### src/rtl/tdm_sched_pkg.sv
package tdm_sched_pkg;

  typedef enum logic [2:0] {
    K_IDLE  = 3'd0,
    K_WRITE = 3'd1,
    K_READ  = 3'd2,
    K_RELAY = 3'd3,
    K_RSV   = 3'd4
  } kind_e;

  typedef enum logic [1:0] {
    OP_NONE = 2'd0,
    OP_WR   = 2'd1,
    OP_RD   = 2'd2
  } op_e;

endpackage

### src/rtl/tdm_slot_timer.sv
module tdm_slot_timer #(
  parameter int SLOT_CYC = 8,
  parameter int SLOTS    = 8,
  parameter int MINORS   = 4,
  localparam int CW = (SLOT_CYC > 1) ? $clog2(SLOT_CYC) : 1,
  localparam int SW = (SLOTS > 1) ? $clog2(SLOTS) : 1,
  localparam int MW = (MINORS > 1) ? $clog2(MINORS) : 1
) (
  input  logic          clk,
  input  logic          rst_n,
  input  logic          run,
  input  logic          fsync,
  output logic          active,
  output logic [CW-1:0] cyc,
  output logic [SW-1:0] slot,
  output logic [MW-1:0] minor,
  output logic          slot_first,
  output logic          slot_last,
  output logic          major_edge,
  output logic          sync_err
);

  logic          active_n, err_n;
  logic [CW-1:0] cyc_n;
  logic [SW-1:0] slot_n;
  logic [MW-1:0] minor_n, minor_inc, minor_nx;
  logic          at_cyc_end, frame_end, new_frame;

  always_comb begin
    at_cyc_end = (cyc == CW'(SLOT_CYC - 1));
    frame_end  = active && at_cyc_end && (slot == SW'(SLOTS - 1));
    new_frame  = run && (fsync || frame_end);
    minor_inc  = (minor == MW'(MINORS - 1)) ? '0 : minor + 1'b1;
    minor_nx   = active ? minor_inc : '0;
    major_edge = new_frame && (minor_nx == '0);
    slot_first = active && (cyc == '0);
    slot_last  = active && at_cyc_end;

    active_n = active;
    cyc_n    = cyc;
    slot_n   = slot;
    minor_n  = minor;
    err_n    = 1'b0;
    if (!run) begin
      active_n = 1'b0;
      cyc_n    = '0;
      slot_n   = '0;
      minor_n  = '0;
    end else if (new_frame) begin
      active_n = 1'b1;
      cyc_n    = '0;
      slot_n   = '0;
      minor_n  = minor_nx;
      err_n    = active && (fsync != frame_end);
    end else if (active) begin
      if (at_cyc_end) begin
        cyc_n  = '0;
        slot_n = slot + 1'b1;
      end else begin
        cyc_n  = cyc + 1'b1;
      end
    end
  end

  always_ff @(posedge clk or negedge rst_n) begin
    if (!rst_n) begin
      active   <= 1'b0;
      cyc      <= '0;
      slot     <= '0;
      minor    <= '0;
      sync_err <= 1'b0;
    end else begin
      active   <= active_n;
      cyc      <= cyc_n;
      slot     <= slot_n;
      minor    <= minor_n;
      sync_err <= err_n;
    end
  end

  AST_SYNC_ERR_RESTART: assert property (@(posedge clk) disable iff (!rst_n)
    sync_err |-> (cyc == '0 && slot == '0));

  AST_MINOR_RANGE: assert property (@(posedge clk) disable iff (!rst_n)
    minor <= MW'(MINORS - 1));

endmodule

### src/rtl/tdm_slot_table.sv
module tdm_slot_table #(
  parameter int DEPTH = 32,
  parameter int EW    = 7,
  parameter int AW    = 5
) (
  input  logic          clk,
  input  logic          rst_n,
  input  logic          we,
  input  logic [AW-1:0] waddr,
  input  logic [EW-1:0] wdata,
  input  logic          commit,
  input  logic          swap_ok,
  input  logic [AW-1:0] raddr,
  output logic [EW-1:0] rdata
);

  logic                 act_sel, act_sel_n;
  logic                 pend, pend_n;
  logic [1:0][EW-1:0]   bank_rd;

  for (genvar b = 0; b < 2; b++) begin : g_bank
    logic [EW-1:0] mem [DEPTH];
    logic          bank_we;

    assign bank_we    = we && (act_sel != 1'(b)) && (int'(waddr) < DEPTH);
    assign bank_rd[b] = (int'(raddr) < DEPTH) ? mem[raddr] : '0;

    always_ff @(posedge clk or negedge rst_n) begin
      if (!rst_n) begin
        for (int i = 0; i < DEPTH; i++) mem[i] <= '0;
      end else if (bank_we) begin
        mem[waddr] <= wdata;
      end
    end
  end

  always_comb begin
    pend_n    = pend || commit;
    act_sel_n = act_sel;
    if (pend_n && swap_ok) begin
      act_sel_n = ~act_sel;
      pend_n    = 1'b0;
    end
  end

  always_ff @(posedge clk or negedge rst_n) begin
    if (!rst_n) begin
      act_sel <= 1'b0;
      pend    <= 1'b0;
    end else begin
      act_sel <= act_sel_n;
      pend    <= pend_n;
    end
  end

  assign rdata = bank_rd[act_sel];

  AST_SWAP_AT_BOUNDARY: assert property (@(posedge clk) disable iff (!rst_n)
    (act_sel != $past(act_sel)) |-> $past(swap_ok));

endmodule

### src/rtl/tdm_xfer_seq.sv
module tdm_xfer_seq
  import tdm_sched_pkg::*;
#(
  parameter int UNITS = 4,
  parameter int IDW   = 2
) (
  input  logic             clk,
  input  logic             rst_n,
  input  logic             active,
  input  logic             slot_first,
  input  logic             slot_last,
  input  kind_e            kind,
  input  logic [IDW-1:0]   unit,
  input  logic [IDW-1:0]   dst,
  input  logic             xfer_done,
  output logic [UNITS-1:0] gnt,
  output logic             start,
  output op_e              op,
  output logic [IDW-1:0]   src_id,
  output logic [IDW-1:0]   dst_id,
  output logic             rsv,
  output logic             ovr
);

  logic           busy, busy_n;
  logic           ph2, ph2_n;
  logic           st2, st2_n;
  logic           ovr_n;
  logic           is_xfer, is_relay;
  logic [IDW-1:0] sel_id;

  always_comb begin
    is_xfer  = (kind == K_WRITE) || (kind == K_READ) || (kind == K_RELAY);
    is_relay = (kind == K_RELAY);

    busy_n = busy;
    ph2_n  = ph2;
    st2_n  = 1'b0;
    ovr_n  = 1'b0;
    if (!active) begin
      busy_n = 1'b0;
      ph2_n  = 1'b0;
    end else if (slot_last) begin
      busy_n = 1'b0;
      ph2_n  = 1'b0;
      ovr_n  = busy && !(xfer_done && (!is_relay || ph2));
    end else if (slot_first && is_xfer) begin
      busy_n = 1'b1;
      ph2_n  = 1'b0;
    end else if (busy && xfer_done) begin
      if (is_relay && !ph2) begin
        ph2_n = 1'b1;
        st2_n = 1'b1;
      end else begin
        busy_n = 1'b0;
      end
    end
  end

  always_ff @(posedge clk or negedge rst_n) begin
    if (!rst_n) begin
      busy <= 1'b0;
      ph2  <= 1'b0;
      st2  <= 1'b0;
      ovr  <= 1'b0;
    end else begin
      busy <= busy_n;
      ph2  <= ph2_n;
      st2  <= st2_n;
      ovr  <= ovr_n;
    end
  end

  always_comb begin
    sel_id = ph2 ? dst : unit;
    gnt    = is_xfer ? (UNITS'(1) << sel_id) : '0;
    start  = (slot_first && is_xfer) || st2;
    rsv    = (kind == K_RSV);
    src_id = is_xfer ? unit : '0;
    dst_id = is_relay ? dst : '0;
    case (kind)
      K_WRITE: op = OP_WR;
      K_READ:  op = OP_RD;
      K_RELAY: op = ph2 ? OP_WR : OP_RD;
      default: op = OP_NONE;
    endcase
  end

  AST_START_SINGLE: assert property (@(posedge clk) disable iff (!rst_n)
    start |=> !start);

  AST_RELAY_WRITE_AFTER_DONE: assert property (@(posedge clk) disable iff (!rst_n)
    (start && !slot_first) |-> $past(xfer_done));

endmodule

### src/rtl/tdm_bus_sched.sv
module tdm_bus_sched
  import tdm_sched_pkg::*;
#(
  parameter int UNITS    = 4,
  parameter int SLOT_CYC = 8,
  parameter int SLOTS    = 8,
  parameter int MINORS   = 4,
  localparam int IDW   = (UNITS > 1) ? $clog2(UNITS) : 1,
  localparam int EW    = 2 * IDW + 3,
  localparam int DEPTH = SLOTS * MINORS,
  localparam int AW    = (DEPTH > 1) ? $clog2(DEPTH) : 1,
  localparam int CW    = (SLOT_CYC > 1) ? $clog2(SLOT_CYC) : 1,
  localparam int SW    = (SLOTS > 1) ? $clog2(SLOTS) : 1,
  localparam int MW    = (MINORS > 1) ? $clog2(MINORS) : 1
) (
  input  logic             clk,
  input  logic             rst_n,
  input  logic             run,
  input  logic             fsync,
  input  logic             tbl_we,
  input  logic [AW-1:0]    tbl_addr,
  input  logic [EW-1:0]    tbl_wdata,
  input  logic             tbl_commit,
  input  logic             xfer_done,
  output logic [UNITS-1:0] gnt,
  output logic             xfer_start,
  output logic [1:0]       xfer_op,
  output logic [2:0]       xfer_kind,
  output logic [IDW-1:0]   src_id,
  output logic [IDW-1:0]   dst_id,
  output logic             rsv_slot,
  output logic             slot_ovr,
  output logic             sync_err,
  output logic [SW-1:0]    cur_slot,
  output logic [MW-1:0]    cur_minor
);

  logic          tm_active, tm_first, tm_last, tm_major;
  logic [CW-1:0] tm_cyc;
  logic [AW-1:0] tbl_raddr;
  logic [EW-1:0] tbl_rdata;
  kind_e         ent_kind, kind_cur;
  op_e           seq_op;

  tdm_slot_timer #(
    .SLOT_CYC (SLOT_CYC),
    .SLOTS    (SLOTS),
    .MINORS   (MINORS)
  ) timer_i (
    .clk        (clk),
    .rst_n      (rst_n),
    .run        (run),
    .fsync      (fsync),
    .active     (tm_active),
    .cyc        (tm_cyc),
    .slot       (cur_slot),
    .minor      (cur_minor),
    .slot_first (tm_first),
    .slot_last  (tm_last),
    .major_edge (tm_major),
    .sync_err   (sync_err)
  );

  assign tbl_raddr = AW'(cur_minor) * AW'(SLOTS) + AW'(cur_slot);

  tdm_slot_table #(
    .DEPTH (DEPTH),
    .EW    (EW),
    .AW    (AW)
  ) table_i (
    .clk     (clk),
    .rst_n   (rst_n),
    .we      (tbl_we),
    .waddr   (tbl_addr),
    .wdata   (tbl_wdata),
    .commit  (tbl_commit),
    .swap_ok (!tm_active || tm_major),
    .raddr   (tbl_raddr),
    .rdata   (tbl_rdata)
  );

  assign ent_kind = kind_e'(tbl_rdata[IDW+2:IDW]);
  assign kind_cur = tm_active ? ent_kind : K_IDLE;

  tdm_xfer_seq #(
    .UNITS (UNITS),
    .IDW   (IDW)
  ) seq_i (
    .clk        (clk),
    .rst_n      (rst_n),
    .active     (tm_active),
    .slot_first (tm_first),
    .slot_last  (tm_last),
    .kind       (kind_cur),
    .unit       (tbl_rdata[IDW-1:0]),
    .dst        (tbl_rdata[EW-1:IDW+3]),
    .xfer_done  (xfer_done),
    .gnt        (gnt),
    .start      (xfer_start),
    .op         (seq_op),
    .src_id     (src_id),
    .dst_id     (dst_id),
    .rsv        (rsv_slot),
    .ovr        (slot_ovr)
  );

  assign xfer_op   = seq_op;
  assign xfer_kind = kind_cur;

  AST_GNT_ONEHOT: assert property (@(posedge clk) disable iff (!rst_n)
    $onehot0(gnt));

  AST_START_GRANTED: assert property (@(posedge clk) disable iff (!rst_n)
    xfer_start |-> (gnt != '0));

  AST_STOP_IDLE: assert property (@(posedge clk) disable iff (!rst_n)
    !run |=> (gnt == '0 && !xfer_start && !rsv_slot));

  AST_OVR_ON_BOUNDARY: assert property (@(posedge clk) disable iff (!rst_n)
    slot_ovr |-> (tm_cyc == '0));

  AST_RSV_NO_GNT: assert property (@(posedge clk) disable iff (!rst_n)
    rsv_slot |-> (gnt == '0 && !xfer_start));

endmodule

### config.mk
export PLATFORM = sky130hd
export DESIGN_NAME = tdm_bus_sched
export DESIGN_NICKNAME = d
export VERILOG_FILES = /design/src/rtl/tdm_sched_pkg.sv /design/src/rtl/tdm_slot_timer.sv /design/src/rtl/tdm_slot_table.sv /design/src/rtl/tdm_xfer_seq.sv /design/src/rtl/tdm_bus_sched.sv
export SDC_FILE = /design/constraint.sdc
export NUM_CORES = 1
export LEC_CHECK = 0
export BUFFER_PORTS_ARGS = -buffer_cell sky130_fd_sc_hd__clkbuf_2
export CORE_ASPECT_RATIO = 1.5
export CORE_UTILIZATION = 40
export CTS_CLUSTER_SIZE = 14
export DETAILED_ROUTE_END_ITERATION = 7
export GPL_TIMING_DRIVEN = 0
export PLACE_DENSITY_LB_ADDON = 0.2
export RECOVER_POWER = 25
export SYNTH_ARGS = -nofsm -noshare
export SYNTH_HDL_FRONTEND = slang
export SYNTH_SLANG_ARGS = --single-unit
### constraint.sdc
create_clock -name clk -period 8.5 [get_ports clk]
set_input_delay 1.7 -clock clk [delete_from_list [all_inputs] [get_ports clk]]
set_output_delay 1.7 -clock clk [all_outputs]
set_load 0.02 [all_outputs]
==> impl_metrics.toml <==
[sta]
rsz0062_at_grt = "false"
finalMaxSlewViolations = 263
final-hold-violation-count = 0
final-setup-viol-count = 0
max_freq_mhz = 138
tightest_slew_margin_relative_to_the_limit_pct = -91.7
fin_worst_skew_ns = 0.0150
layout_worst_path_cycle_share_pct = 85.2
tightestPinTransition_ns = 2.88
finalCriticalPeriod_ns = 7.24

[yosys]
synth-edff-count = 0
ys_warn_count = 0
syn_area_um2 = 21700
netlist_instances = 1428
async_flop_share_pct = 100
ys_top_cells_by_count = "sky130_fd_sc_hd__dfrtp_1 (464), sky130_fd_sc_hd__mux2_2 (452), sky130_fd_sc_hd__mux4_2 (127)"
synth_most_common_cell = "sky130_fd_sc_hd__dfrtp_1"
synth.net_count = 1454
synth_top_cells_by_area = "sky130_fd_sc_hd__dfrtp_1 (53%), sky130_fd_sc_hd__mux2_2 (23%), sky130_fd_sc_hd__mux4_2 (13%)"
yosys_register_bits = 464
synth.avg_cell_area_um2 = 15.2
synth_flop_cell = "sky130_fd_sc_hd__dfrtp_1"
synth.yosys.seq_area_share_pct = 53.5
synthDominantCellAreaShare_pct = 53.5
ys_types = 57
largest_area_contributor_in_the_netlist = "sky130_fd_sc_hd__dfrtp_1"

[setup_path]
r2r_cells = 11
endpoint_of_the_lowest_slack_register_to_register_path = "seq_i.st2"
timing.critical_path.from_type = "register"
setup.worst_path.class = "reg2out"
critical_path_start = "timer_i.slot[1]"
critical_path.endpoint_type = "primary output"
rr_startpoint = "timer_i.slot[0]"
setup.reg_to_reg.worst_slack_ns = 4.07
critical_path_required_ns = 6.80
setup.worst_path.end = "gnt[1]"
critPathArrivalTime_ns = 5.54
path_max_fanout = 10

[cts]
cts_buffers = 45
clock_latency_ns = 0.57
clock_sinks = 464
htree_levels = 2
post_cts.resized_instances = 0
worst_setup_hold_path_clk_slew_ns = 0.06
cts_root_buffer = "sky130_fd_sc_hd__clkbuf_16"
clk_path_buf_depth = 3
ctsHoldBuffers = 0
tritoncts_clock_tree = "yes"
postCtsSetupBuffers = 0

[routing]
detail_route.wirelength_mm = 67.4
route.vias.total = 13000
routed_via_density = 5.81
detail_route.wl_per_cell_um = 30.2
ant_nets_after_route = 0
drt_iter0_markers = 801
drt_first_pass_iters = 5
drc = 0

[pwr]
power_report.internal_total_w = 0.00464
power.share.combinational_pct = 19.7
power-per-cell-area_nw_per_um2 = 261
p_clk_share_pct = 31.7
p_seq_share_pct = 48.6
switching_share_pct = 26.8
maximum_vdd_drop_mv = 0.126
p_sw_w = 0.00169
p_total_w = 0.00633
power.static_leakage_nw = 10.8

[die]
io_pins = 41
fp.coreArea_um2 = 53600
floorplan.rows = 104
fp.dieArea_um2 = 55200
die_h_um = 287
initial_standard_cell_utilization_of_the_core_pct = 40.5
chipWidth_um = 192

[worst_hold_path]
hold_path_class = "reg2reg"

[status]
status = "complete, but fails checks"
failing_checks = "max-capacitance violations, max-slew violations"

[global_routing]
grt.total_usage_pct = 25.4
antenna_found_initial = 3
grt_max_degree = 116
grt_pass1_vias = 13900
globalRouteOverflowTotal = 0
wire_length_of_the_first_global_routing_pass_mm = 98.8

[place]
portBuffers = 31
dp_hpwl_mm = 48.0
finalWeightedCongestion = 0.931
placed_cell_area_um2 = 22800

[finish]
layout_fillers = 4794
antennaDiodeCount = 0
syn_to_final_growth_pct = 11.6
stdcell_area_um2 = 24200
fraction_of_layout_cells_with_a_size_suffix_above_1_pct = 46.5
design.final.nets = 1536

[job]
max-cap-violations = 3
[cell families after synthesis]
| kind of cell | count (synthesis) | synth area share, % |
|---|---|---|
| multiplexers | 599 | 37.5 |
| flip-flops | 464 | 53.5 |
| AND/OR/NAND/NOR | 191 | 4.17 |
| buffers and inverters | 116 | 2.54 |
| AO/OA/AOI/OAI | 49 | 1.79 |
| adder cells (fa/ha/maj) | 7 | 0.403 |
| XOR/XNOR | 2 | 0.0807 |
[power groups by stage]
stage                     sequential (W)  combinational (W)  clock, W
after global placement           0.00308            0.00121         0
after floorplan                  0.00300           0.000935         0
after CTS                        0.00307            0.00126   0.00204
after global routing             0.00315            0.00134   0.00212
after detailed placement         0.00311            0.00126         0
final                            0.00308            0.00125   0.00201
[placed cells by master (no fill, tap or decap), drive strengths merged, types with 3 or more instances in the layout]
cell type and count:
buf 39, nor2b 9, nor4 6, o21ai 6, o22ai 3, clkinv 11
nand3 16, mux2i 20, o211ai 3, nand2 44, nor2 77, a31oi 3
and2 11, nand3b 5, nand2b 4, a21oi 10, clkbuf 173, a211oi 8
nor3 9, or3b 3, mux4 127, ha 7, inv 8, dfrtp 464
mux2 452
[metal layers]
layer / GRT usage [%] / up-vias / wire, um
met4: 14.2 / 0 / 4180
li1: - / 5432 / -
met5: 0 / - / 0
met1: 30.4 / 7039 / 25900
met3: 3.69 / 134 / 2930
met2: 43.4 / 367 / 34400
[metrics by stage]
stage	instances	setup slack (ns)	TNS [ns]	hold WS [ns]	util [%]
after global routing	2234	1.24	0	0.509	45.2
final	2234	1.26	0	0.495	45.2
after global placement	2148	-4.84	-2193.84	0.482	42.4
after floorplan	1428	3.68	0	0.455	-
after detailed placement	2152	2.15	0	0.483	42.6
after CTS	2234	1.54	0	0.498	45.3
[cell type report]
cell class	count	area, um2	area share, %
Sequential cell	464	11600	47.9
Multi-Input combinational cell	848	9550	39.4
Clock buffer	69	1320	5.44
Tap cell	689	862	3.56
Buffer	108	513	2.12
Timing Repair Buffer	35	219	0.904
Clock inverter	13	119	0.491
Inverter	8	30.0	0.124
[how the worst min path moves through the flow]
stage | slack [ns] | start | depth (start not counted) | to
after CTS | 0.50 | table_i.pend | 2 | table_i.pend
after global placement | 0.48 | table_i.g_bank[1].mem[91] | 1 | table_i.g_bank[1].mem[91]
after global routing | 0.51 | table_i.pend | 2 | table_i.pend
after detailed placement | 0.48 | table_i.pend | 2 | table_i.pend
after floorplan | 0.45 | table_i.pend | 2 | table_i.pend
final | 0.50 | table_i.pend | 2 | table_i.pend
[registers in the layout (all words and copies together), names as in the netlist, 2 cells and up]
| register | cells |
|---|---|
| timer_i.minor | 2 |
| table_i.g_bank.mem | 448 |
| timer_i.slot | 3 |
| timer_i.cyc | 3 |
[worst max-delay path, stage by stage, from the launching register on]
cell	delay (ns)
sky130_fd_sc_hd__dfrtp_1	0.38
sky130_fd_sc_hd__clkbuf_1	0.84
sky130_fd_sc_hd__buf_6	0.32
sky130_fd_sc_hd__buf_2	0.42
sky130_fd_sc_hd__clkbuf_1	0.98
sky130_fd_sc_hd__mux4_2	0.43
sky130_fd_sc_hd__mux4_2	0.58
sky130_fd_sc_hd__nand2_1	0.11
sky130_fd_sc_hd__nand2_1	0.16
sky130_fd_sc_hd__mux2i_1	0.23
sky130_fd_sc_hd__o21ai_1	0.13
sky130_fd_sc_hd__nor3_2	0.17
sky130_fd_sc_hd__clkbuf_2	0.19
(Power assumes the default switching activity.)
